<file path="src/rtl/prescale_timer.sv">
module prescale_timer #(
  parameter int DIV_W = 16,
  parameter int CNT_W = 8,
  parameter int DELAY = 5
) (
  input  logic             clk,
  input  logic             rst_n,
  input  logic             we,
  input  logic [1:0]       addr,
  input  logic [CNT_W-1:0] wdata,
  output logic [DIV_W-1:0] rdata,
  input  logic             irq_we,
  input  logic             irq_wval,
  output logic             irq_o
);
  localparam int SW = (DELAY > 1) ? $clog2(DELAY) : 1;
  localparam logic [SW-1:0] LAST = SW'(DELAY - 1);

  typedef enum logic [1:0] {S_NORM, S_OVF, S_ABORT, S_LOAD} state_t;

  logic [DIV_W-1:0] div_q, div_n;
  logic [CNT_W-1:0] cnt_q, cnt_n, mod_q, mod_n, cnt_w, cnt_t;
  logic [2:0]       ctl_q, ctl_n;
  logic             irq_q, irq_n, gate_q, gate_n, tap, inc, carry;
  logic [CNT_W-1:0] cnt_inc;
  state_t           st_q, st_n, st_w;
  logic [SW-1:0]    step_q, step_n;

  wire wr_div = we && addr == 2'd0;
  wire wr_cnt = we && addr == 2'd1;
  wire wr_mod = we && addr == 2'd2;
  wire wr_ctl = we && addr == 2'd3;

  assign ctl_n = wr_ctl ? wdata[2:0] : ctl_q;
  assign mod_n = wr_mod ? wdata : mod_q;
  assign div_n = wr_div ? '0 : div_q + 1'b1;

  always_comb begin
    case (ctl_n[1:0])
      2'd0:    tap = div_n[9];
      2'd1:    tap = div_n[3];
      2'd2:    tap = div_n[5];
      default: tap = div_n[7];
    endcase
  end

  assign gate_n = tap & ctl_n[2];
  assign inc    = gate_q & ~gate_n;

  always_comb begin
    st_w  = st_q;
    cnt_w = cnt_q;
    if (wr_cnt && st_q != S_LOAD) cnt_w = wdata;
    if (wr_cnt && st_q == S_OVF) st_w = S_ABORT;
  end

  assign cnt_t = (st_w == S_LOAD) ? mod_n : cnt_w;
  assign irq_n = (st_w == S_LOAD) ? 1'b1 : (irq_we ? irq_wval : irq_q);
  assign {carry, cnt_inc} = {1'b0, cnt_t} + 1'b1;

  always_comb begin
    st_n   = S_NORM;
    step_n = '0;
    case (st_w)
      S_OVF: begin
        st_n   = (step_q == LAST) ? S_LOAD : S_OVF;
        step_n = (step_q == LAST) ? '0 : step_q + 1'b1;
      end
      S_ABORT: begin
        st_n   = (step_q == LAST) ? S_NORM : S_ABORT;
        step_n = (step_q == LAST) ? '0 : step_q + 1'b1;
      end
      default: ;
    endcase
    cnt_n = cnt_t;
    if (inc) begin
      cnt_n = cnt_inc;
      if (carry) begin
        st_n   = S_OVF;
        step_n = '0;
      end
    end
  end

  always_ff @(posedge clk) begin
    if (!rst_n) begin
      div_q  <= '0;
      cnt_q  <= '0;
      mod_q  <= '0;
      ctl_q  <= '0;
      irq_q  <= 1'b0;
      gate_q <= 1'b0;
      st_q   <= S_NORM;
      step_q <= '0;
    end else begin
      div_q  <= div_n;
      cnt_q  <= cnt_n;
      mod_q  <= mod_n;
      ctl_q  <= ctl_n;
      irq_q  <= irq_n;
      gate_q <= gate_n;
      st_q   <= st_n;
      step_q <= step_n;
    end
  end

  always_comb begin
    case (addr)
      2'd0:    rdata = div_q;
      2'd1:    rdata = DIV_W'(cnt_q);
      2'd2:    rdata = DIV_W'(mod_q);
      default: rdata = DIV_W'(ctl_q);
    endcase
  end

  assign irq_o = irq_q;

  p_div_step_r1: assert property (@(posedge clk) disable iff (!rst_n)
    !wr_div |=> div_q == $past(div_q) + 1'b1);

  p_div_clear_r2: assert property (@(posedge clk) disable iff (!rst_n)
    wr_div |=> div_q == '0);

  p_load_irq_r5: assert property (@(posedge clk) disable iff (!rst_n)
    st_q == S_LOAD |=> irq_o);

  p_irq_hold_r8: assert property (@(posedge clk) disable iff (!rst_n)
    (!irq_we && st_q != S_LOAD) |=> $stable(irq_o));

  p_abort_exit_r6: assert property (@(posedge clk) disable iff (!rst_n)
    (st_q == S_ABORT && step_q == LAST && !inc) |=> st_q == S_NORM);
endmodule

</file>
<file path="config.mk">
export PLATFORM = sky130hd
export DESIGN_NAME = prescale_timer
export DESIGN_NICKNAME = d
export VERILOG_FILES = /design/src/rtl/prescale_timer.sv
export SDC_FILE = /design/constraint.sdc
export NUM_CORES = 1
export LEC_CHECK = 0
export CAP_MARGIN = 15
export CELL_PAD_IN_SITES_DETAIL_PLACEMENT = 1
export CELL_PAD_IN_SITES_GLOBAL_PLACEMENT = 2
export CORE_MARGIN = 10
export CORE_UTILIZATION = 33
export CTS_CLUSTER_SIZE = 25
export DETAILED_ROUTE_END_ITERATION = 8
export PLACE_DENSITY = 0.79
export SLEW_MARGIN = 40
export SYNTH_ARGS = -nofsm -noshare
export SYNTH_HDL_FRONTEND = slang
export SYNTH_SLANG_ARGS = --single-unit
</file>
<file path="constraint.sdc">
create_clock -name clk -period 4.3 [get_ports clk]
set_input_delay 0.43 -clock clk [delete_from_list [all_inputs] [get_ports clk]]
set_output_delay 0.43 -clock clk [all_outputs]
set_load 0.005 [all_outputs]
</file>
## After elaboration in Yosys (flattened, before gate mapping)

Cells that the tools add are included.

| storage, ports and cells | value |
|---|---|
| bits in registers | 42 |
| input bits | 15 |
| output and inout bits | 17 |
| logic and storage cells | 58 |

| cells by class | value |
|---|---|
| add/subtract/negate cells | 3 |
| eq/ne operators | 11 |
| multiplexer cells | 20 |
| bitwise operators | 4 |
| reductions and logical operators | 11 |

Operators with widths:

| cell | number |
|---|---|
| $pmux W16 S3 | 1 |
| $mux W8 | 4 |
| $add A16 B1 Y16 const B | 1 |
| $mux W3 | 5 |
| $eq A2 B2 Y1 const B | 5 |
| $mux W10 | 1 |
| $mux W2 | 5 |
| $add A8 B1 Y9 const B | 1 |
| $eq A2 B1 Y1 const B | 4 |
| $logic_and A1 B1 Y1 | 6 |
| $logic_not A2 Y1 | 2 |
| $pmux W2 S2 | 1 |
| $reduce_or A2 Y1 | 2 |
| $add A3 B1 Y3 const B | 1 |
| $eq A3 B3 Y1 const B | 1 |
| $pmux W1 S3 | 1 |
| $and A1 B1 Y1 | 2 |
| $mux W1 | 2 |
| $ne A2 B2 Y1 const B | 1 |
| $not A1 Y1 | 2 |
| $reduce_bool A2 Y1 | 1 |

## Depth between registers and ports, before layout

Gate-level depths: netlist of the first run.

| logic depth | value |
|---|---|
| depth after elaboration | 9 |
| depth in mapped cells | 15 |
| mapped depth without buffers | 12 |

## Worst setup path before layout of the first run

OpenSTA, ideal clock, no wires.

| timing path | value |
|---|---|
| path kind | in2reg |
| start | in we |
| end | reg step_q[2] |
| library setup time | 0.132 ns |
| arrival time | 2.954 ns |
| required time | 4.168 ns |
| slack | 1.214 ns |
| stages | 15 |
| buffers on the path | 3 |
| cell sequence | buf_2 > and3b_1 > buf_2 > a21oi_1 > inv_1 > ha_1 > clkbuf_1 > inv_1 > a31oi_1 > o221a_2 > ha_1 > and3_1 > nand3_1 > nor4_4 > nor4b_1 |

| on the way | value |
|---|---|
| word-level cells in the longest chain between the ends | 8 |
| elaborated cells on any way between the ends | 27 |
| those cells by class | 1 x add/sub; 5 x eq/ne; 10 x mux; 3 x bitwise; 8 x reduce/logical |

RTL lines:

| what | RTL line | text |
|---|---|---|
| start: declaration | 8 | `input logic we,` |
| $logic_and A1 B1 Y1 (on tied branches) | 30, 32 |  |
| $logic_and A1 B1 Y1 or $mux W3 (tied branches) | 54, 34 |  |
| $mux W2, or another cell as far along | 54 | `if (wr_cnt && st_q == S_OVF) st_w = S_ABORT;` |
| $eq A2 B2 Y1, or another cell as far along | 57 | `assign cnt_t = (st_w == S_LOAD) ? mod_n : cnt_w;` |
| $mux W8, or another cell as far along | 57 |  |
| $add A8 B1 Y9, or another cell as far along | 59 | `assign {carry, cnt_inc} = {1'b0, cnt_t} + 1'b1;` |
| $mux W3 or $and A1 B1 Y1 (tied branches) | 78, 48 |  |
| $mux W3 * | 76 | `if (inc) begin` |
| end signal: assignment | 103 | `step_q <= step_n;` |
| end: declaration | 27 | `logic [SW-1:0] step_q, step_n;` |

Every way passes the cells marked *; elsewhere a longest branch is shown, timed or not.
A chain may end at the register's enable or synchronous reset.

## Worst setup path after layout of the first run

| timing path | value |
|---|---|
| start | in we |
| end | reg st_q[1] |

| on the way | value |
|---|---|
| word-level cells in the longest chain between the ends | 8 |
| elaborated cells on any way between the ends | 26 |
| those cells by class | 1 x add/sub; 5 x eq/ne; 10 x mux; 3 x bitwise; 7 x reduce/logical |

RTL lines:

| what | RTL line | text |
|---|---|---|
| $logic_and A1 B1 Y1 (on tied branches) | 30, 32 |  |
| $logic_and A1 B1 Y1 or $mux W3 (tied branches) | 54, 34 |  |
| $mux W2, or another cell as far along | 54 |  |
| $eq A2 B2 Y1 or $pmux W1 S3 (tied branches) | 57, 39 |  |
| $mux W8 or $and A1 B1 Y1 (tied branches) | 57, 47 |  |
| $add A8 B1 Y9 or $not A1 Y1 (tied branches) | 59, 48 |  |
| $mux W2 or $and A1 B1 Y1 (tied branches) | 78, 48 |  |
| $mux W2 * | 76 |  |
| end signal: assignment | 102 | `st_q <= st_n;` |
| end: declaration | 26 | `state_t st_q, st_n, st_w;` |

Marked as above.

==> reports/metrics.csv, run 1 <==
metric,value,unit
outcome,"complete, no violations",
viasPerCell,5.33,
m2_gr_usage,21.0,%
clk_transition_reported_paths,0.09,ns
timing.critical_path.fanout_max,11,
cp_data_arrival_time,3.75,ns
synth_seq_cells,42,
route.detailed.drc,0,
setup_skew_after_layout,0.00854,ns
grt_pass1_wl,12100,microns
detail_route.wl_per_cell,17.6,microns
worstPathRequired,4.48,ns
portBuffers,31,
placement_rows,31,
routed_wirelength,7340,microns
synth.cells.most_frequent,"sky130_fd_sc_hd__dfxtp_1 (42), sky130_fd_sc_hd__nand2_1 (28), sky130_fd_sc_hd__mux2i_1 (18)",
synth-edff-count,0,
cts.path.max_buffers,2,
gp_congestion,0.808,
initial_utilization,34.0,%
setup.worst_path.class,primary input to flop,
setup.worst_path.end_class,flop,
placedInstanceArea,2890,sq um
die_height,106,microns
top_usage_layer,met2,
synth.lib_cells_used.distinct,51,
area_delta_synth_final,21.8,%
cts_tree,yes,
num-nets-final,340,
critical_path.startpoint_type,primary input,
grt_antenna_before_repair,0,
grt_util_all_layers,13.2,%
post_synthesis_instance_total,285,
synth-async-reset-ratio,0,%
synthTopCellsByArea,"sky130_fd_sc_hd__dfxtp_1 (34%), sky130_fd_sc_hd__mux2i_1 (7.3%), sky130_fd_sc_hd__nand2_1 (4.3%)",
synth_area_per_cell,8.65,sq um
cts_made_buffers,5,
met1_usage,16.9,%
drt_first_iter_violations,63,
cts_hold_buf,0,
worst_path_most_repeated_cell,sky130_fd_sc_hd__ha_1,
ys.warnings.count,0,
postSynthNetCount,308,
slew_viol_final,0,
clock.fmax,280,MHz
antenna_cells_inserted,0,
critical-path-max-stage-delay,0.69,ns
timing.final.hold_violations,0,
width_of_the_chip,106,microns
synth.most_common_cell,sky130_fd_sc_hd__dfxtp_1,
setup_tns_after_final_layout,0,ns
post-route-min-period,3.57,ns
share_of_cells_above_drive_strength_1,7.86,%
htree_levels,2,
leakagePower,1.20,nW
worst_slew_pin_slew,0.732,ns
fin_total_pwr,0.824,mW
maxCapViolations,0,
final_setup_violation_count,0,
setup_bufs_post_cts,0,
cpMaxStageDelayCell,sky130_fd_sc_hd__clkdlybuf4s50_1,
final.period_utilization,83.1,%
grt_setup_unrepaired,false,
design_area,3000,sq um
worst_skew_pair.late_latency,0.30,ns
postCtsResizedCells,0,
synthFlopType,sky130_fd_sc_hd__dfxtp_1,
power.density_cell_area,274,nW/um^2
root_buffer,sky130_fd_sc_hd__clkbuf_8,
synth_largest_area_cell,sky130_fd_sc_hd__dfxtp_1,
die_area,11300,sq um
groute.layer.met3.usage,3.93,%
ant_nets,0,
overflow,0,
portion_of_the_post_synthesis_area_used_by_sequential_elements,34.1,%
hpwl,5510,microns
holdCritPathClass,flop to flop,
synthDominantCellAreaShare,34.1,%
worst_slew_margin_rel,51.2,%
core,7250,sq um
firstDrtPassIters,4,
timing.critical_path.cells,"clkdlybuf4s50_1, nand3b_1, o21ai_0, inv_1, ha_1, and4b_1, a31oi_1, o221a_2, ha_1, and3_1, nand3_1, nor4_4, nor3b_1",
grt_max_degree,34,
synth.cell_area,2460,sq um
grt_pass1_vias,2347,
route.vias.total,2223,
power.ir.vdd_worst,0.194,mV
clock-sinks,42,
io_pins,32,
[layout by cell type (no fill, tap or decap), types with 11 or more instances in the layout]
master / count
sky130_fd_sc_hd__nor2_1: 16
sky130_fd_sc_hd__mux2i_1: 18
sky130_fd_sc_hd__dfxtp_1: 42
sky130_fd_sc_hd__and2_1: 11
sky130_fd_sc_hd__nor2b_1: 13
sky130_fd_sc_hd__a21oi_1: 13
sky130_fd_sc_hd__nand3_1: 13
sky130_fd_sc_hd__clkdlybuf4s50_1: 31
sky130_fd_sc_hd__o21ai_0: 14
sky130_fd_sc_hd__nand2_1: 28
sky130_fd_sc_hd__inv_1: 13
[kinds of logic after synthesis]
family          synth area share (%)
compound gates                  16.3
xor+xnor                        3.20
fa+ha+maj                       4.06
buf+inv                         4.06
flops                           34.1
mux                             10.7
simple gates                    27.6
[registers in the layout, summed over array words and instances, names as in the netlist]
name / cells
gate_q: 1
step_q: 3
st_q: 2
cnt_q: 8
div_q: 16
irq_o: 1
mod_q: 8
ctl_q: 3
[per-layer routing]
| layer | wire length (microns) | share of wire [%] |
|---|---|---|
| met1 | 3500 | 48 |
| met2 | 3360 | 46 |
| met3 | 417 | 5.7 |
| met4 | 75 | 1.0 |
| met5 | 0 | 0 |
[worst max-delay path: cells and delay by family]
family	cells	cell delay (ns)
AO/OA/AOI/OAI	3	0.88
adder cells (fa/ha/maj)	2	0.44
buffers and inverters	2	0.83
AND/OR/NAND/NOR	6	1.18
[area by class of cell]
type	instances	area, sq um
inverter	13	48.8
tap	99	124
clock buffer	5	68.8
clock inverter	3	40.0
fill	886	4250
timing repair buffer	37	355
sequential	42	841
multi-input combinational	218	1520
[through the flow]
| step | instances | hold slack (ns) | setup WS (ns) | util, % |
|---|---|---|---|---|
| finish | 417 | 0.493 | 0.726 | 41.4 |
| global route | 417 | 0.515 | 0.444 | 41.4 |
| CTS | 417 | 0.501 | 0.740 | 41.4 |
| detailed placement | 409 | 0.489 | 0.457 | 39.9 |
| global placement | 409 | 0.468 | 0.637 | 39.9 |
| floorplan | 285 | 0.458 | 1.21 | - |
[report_power, final]
part | leakage [nW] | switching [mW] | internal (mW)
Sequential | 0.340 | 0.00973 | 0.398
Clock | 0.0579 | 0.148 | 0.171
Combinational | 0.797 | 0.0515 | 0.0458
[worst paths after layout]
check             depth (start not counted)  slack, ns       from        end
hold reg to reg                           2       0.49  div_q[14]  div_q[14]
setup / recovery                         13       0.73         we    st_q[1]
hold / removal                            2       0.49  div_q[14]  div_q[14]
setup reg to reg                         12       1.40    st_q[0]    st_q[1]
Note: power is estimated with default switching activity, not from simulation.
==> inputs of run 2 (changes only) <==
CORE_UTILIZATION = 30   (was 33)
PLACE_DENSITY = 0.75   (was 0.79)
clock period = 3.2 ns   (was 4.3 ns; I/O delays follow)
==> reports/metrics.csv, run 2 (synthesized netlist as in run 1, its figures left out) <==
metric,value,unit,change
outcome,"complete, no violations",,
grt_pass1_wl,12500,microns,+2.7%
regToRegStartpoint,st_q[0],,
num-nets-final,359,,+5.6%
ant_nets,0,,unchanged
initial_utilization,30.5,%,-3.5 points
worst_slew_margin_rel,66.9,%,+16 points
clock.fmax,336,MHz,
dp.cells,433,,+5.9%
routed_wirelength,7450,microns,+1.4%
holdPathStages,2,,unchanged
io_pins,32,,unchanged
cts_made_buffers,5,,unchanged
clk_transition_reported_paths,0.08,ns,about the same
drt_first_iter_violations,67,,+6.3%
timing.final.hold_violations,0,,unchanged
portBuffers,31,,unchanged
detail_route.wl_per_cell,16.9,microns,-4.1%
power.ir.vdd_worst,0.156,mV,-20%
final_core_utilization,39.2,%,-2.2 points
firstDrtPassIters,4,,unchanged
nFillCells,984,,+11%
cts.path.max_buffers,2,,unchanged
holdCritPathClass,flop to flop,,
layout_commonest_cell,sky130_fd_sc_hd__dfxtp_1,,
power.density_cell_area,356,nW/um^2,+30%
grt_pass1_vias,2459,,+4.8%
grt_setup_unrepaired,false,,
gp_congestion,0.810,,+0.25%
width_of_the_chip,111,microns,+4.0%
route.vias.total,2276,,+2.4%
cpMaxStageDelayCell,sky130_fd_sc_hd__clkdlybuf4s50_1,,
setup_ws,0.226,ns,-0.499 ns
crit_end,step_q[2],,
multi_input_comb_area,1540,sq um,+0.82%
ff2ff_setup_slack,0.57,ns,-0.83 ns
core,8090,sq um,+12%
antenna_cells_inserted,0,,unchanged
grt_antenna_before_repair,0,,unchanged
grt_max_degree,34,,unchanged
setup.worst_path.end_class,flop,,
timing.critical_path.cells,"clkdlybuf4s50_1, and3b_1, a21oi_1, inv_1, ha_1, buf_4, clkinvlp_4, a31oi_2, o221a_2, ha_1, and3_1, nand3_1, nor4_4, buf_4, nor4b_2",,
cp_launch_point,addr[1],,
share_of_cells_above_drive_strength_1,13.7,%,+5.8 points
dr_wl_met2,3730,microns,+11%
cts_tree,yes,,
seq_area,841,sq um,unchanged
registers.top_by_ff_count,div_q,,
die_area,12200,sq um,+8.1%
worst_r2r_endpoint,cnt_q[6],,
critical-path-max-stage-delay,0.49,ns,-0.20 ns
placement_rows,33,,+6.5%
area_delta_synth_final,28.7,%,
setup.worst_path.class,primary input to flop,,
hold_ws,0.503,ns,+0.00995 ns
htree_levels,2,,unchanged
hpwl,5760,microns,+4.5%
wl_met3,252,microns,-40%
clock-sinks,42,,unchanged
wire_length_on_met1,3410,microns,-2.5%
top_signal_layer_used,met4,,
timing.critical_path.fanout_max,10,,-1
worst_slew_pin_slew,0.495,ns,-0.237 ns
overflow,0,,unchanged
cp_data_arrival_time,3.19,ns,-0.56 ns
pre_cts_worst_setup_slack,-0.176,ns,-0.632 ns
layout.cells.most_common_list,"sky130_fd_sc_hd__dfxtp_1 (42), sky130_fd_sc_hd__clkdlybuf4s50_1 (31), sky130_fd_sc_hd__nand2_1 (28)",,
hp-start,div_q[14],,
setup_skew_after_layout,0.00854,ns,unchanged
instances_no_fill,441,,+5.8%
die_height,111,microns,+4.0%
worst_skew_pair.late_latency,0.30,ns,about the same
final.period_utilization,92.9,%,
worstPathRequired,3.42,ns,-1.06 ns
worst-r2r-cell-count,12,,unchanged
post-route-min-period,2.97,ns,
root_buffer,sky130_fd_sc_hd__clkbuf_8,,
maxCapViolations,0,,unchanged
grt_util_all_layers,11.9,%,-1.3 points
final_setup_violation_count,0,,unchanged
viasPerCell,5.16,,-3.2%
largest_register_ffs,16,,unchanged
reg_top3,"div_q x16, cnt_q x8, mod_q x8",,
critical_path.startpoint_type,primary input,,
leakagePower,1.29,nW,+7.8%
route.detailed.drc,0,,unchanged
slew_viol_final,0,,unchanged
-- run 2: final cells by class --
type	instances	area share [%]
Clock buffer	6	2.60
Clock inverter	1	0.947
Inverter	13	1.66
Multi-Input combinational cell	218	48.4
Sequential cell	42	26.5
Tap cell	105	4.14
Timing Repair Buffer	56	15.7
-- run 2: metal layers --
layer	global-route usage, %	up-vias
met5	0	-
met4	2.78	0
met3	2.38	6
met2	20.6	22
met1	14.6	1123
li1	-	1125
-- run 2: power by group --
group	leakage (nW)	internal [mW]	switching [mW]
Combinational	0.891	0.0710	0.0695
Clock	0.0573	0.250	0.191
Sequential	0.340	0.535	0.0135
-- run 2: worst max-delay path, delay by kind of cell --
family | cells | cell delay (ns)
buffers and inverters | 5 | 1.06
and+or+nand+nor | 5 | 0.75
AOI/OAI and AO/OA | 3 | 0.65
adders and majority gates | 2 | 0.41
-- run 2: per-stage QoR --
step                      total power [mW]  setup TNS, ns  area [sq um]
after floorplan                      0.630              0          2460
final                                 1.13              0          3170
after global routing                  1.17              0          3170
after global placement               0.699              0          3040
after CTS                             1.14              0          3150
after detailed placement             0.701         -0.886          3040
-- run 2: worst min path at each step --
stage / slack (ns) / endpoint
after floorplan: 0.46 / div_q[14]
after global placement: 0.47 / div_q[14]
after detailed placement: 0.49 / div_q[14]
after CTS: 0.50 / div_q[14]
after global routing: 0.55 / div_q[14]
final: 0.50 / div_q[14]
-- run 2: timing repair --
| item | CTS | global route |
|---|---|---|
| hold buffers | 0 | 0 |
| setup endpoints to repair | 0 | 5 |
| buffers inserted | 0 | 1 |
| gates resized for setup | 0 | 3 |
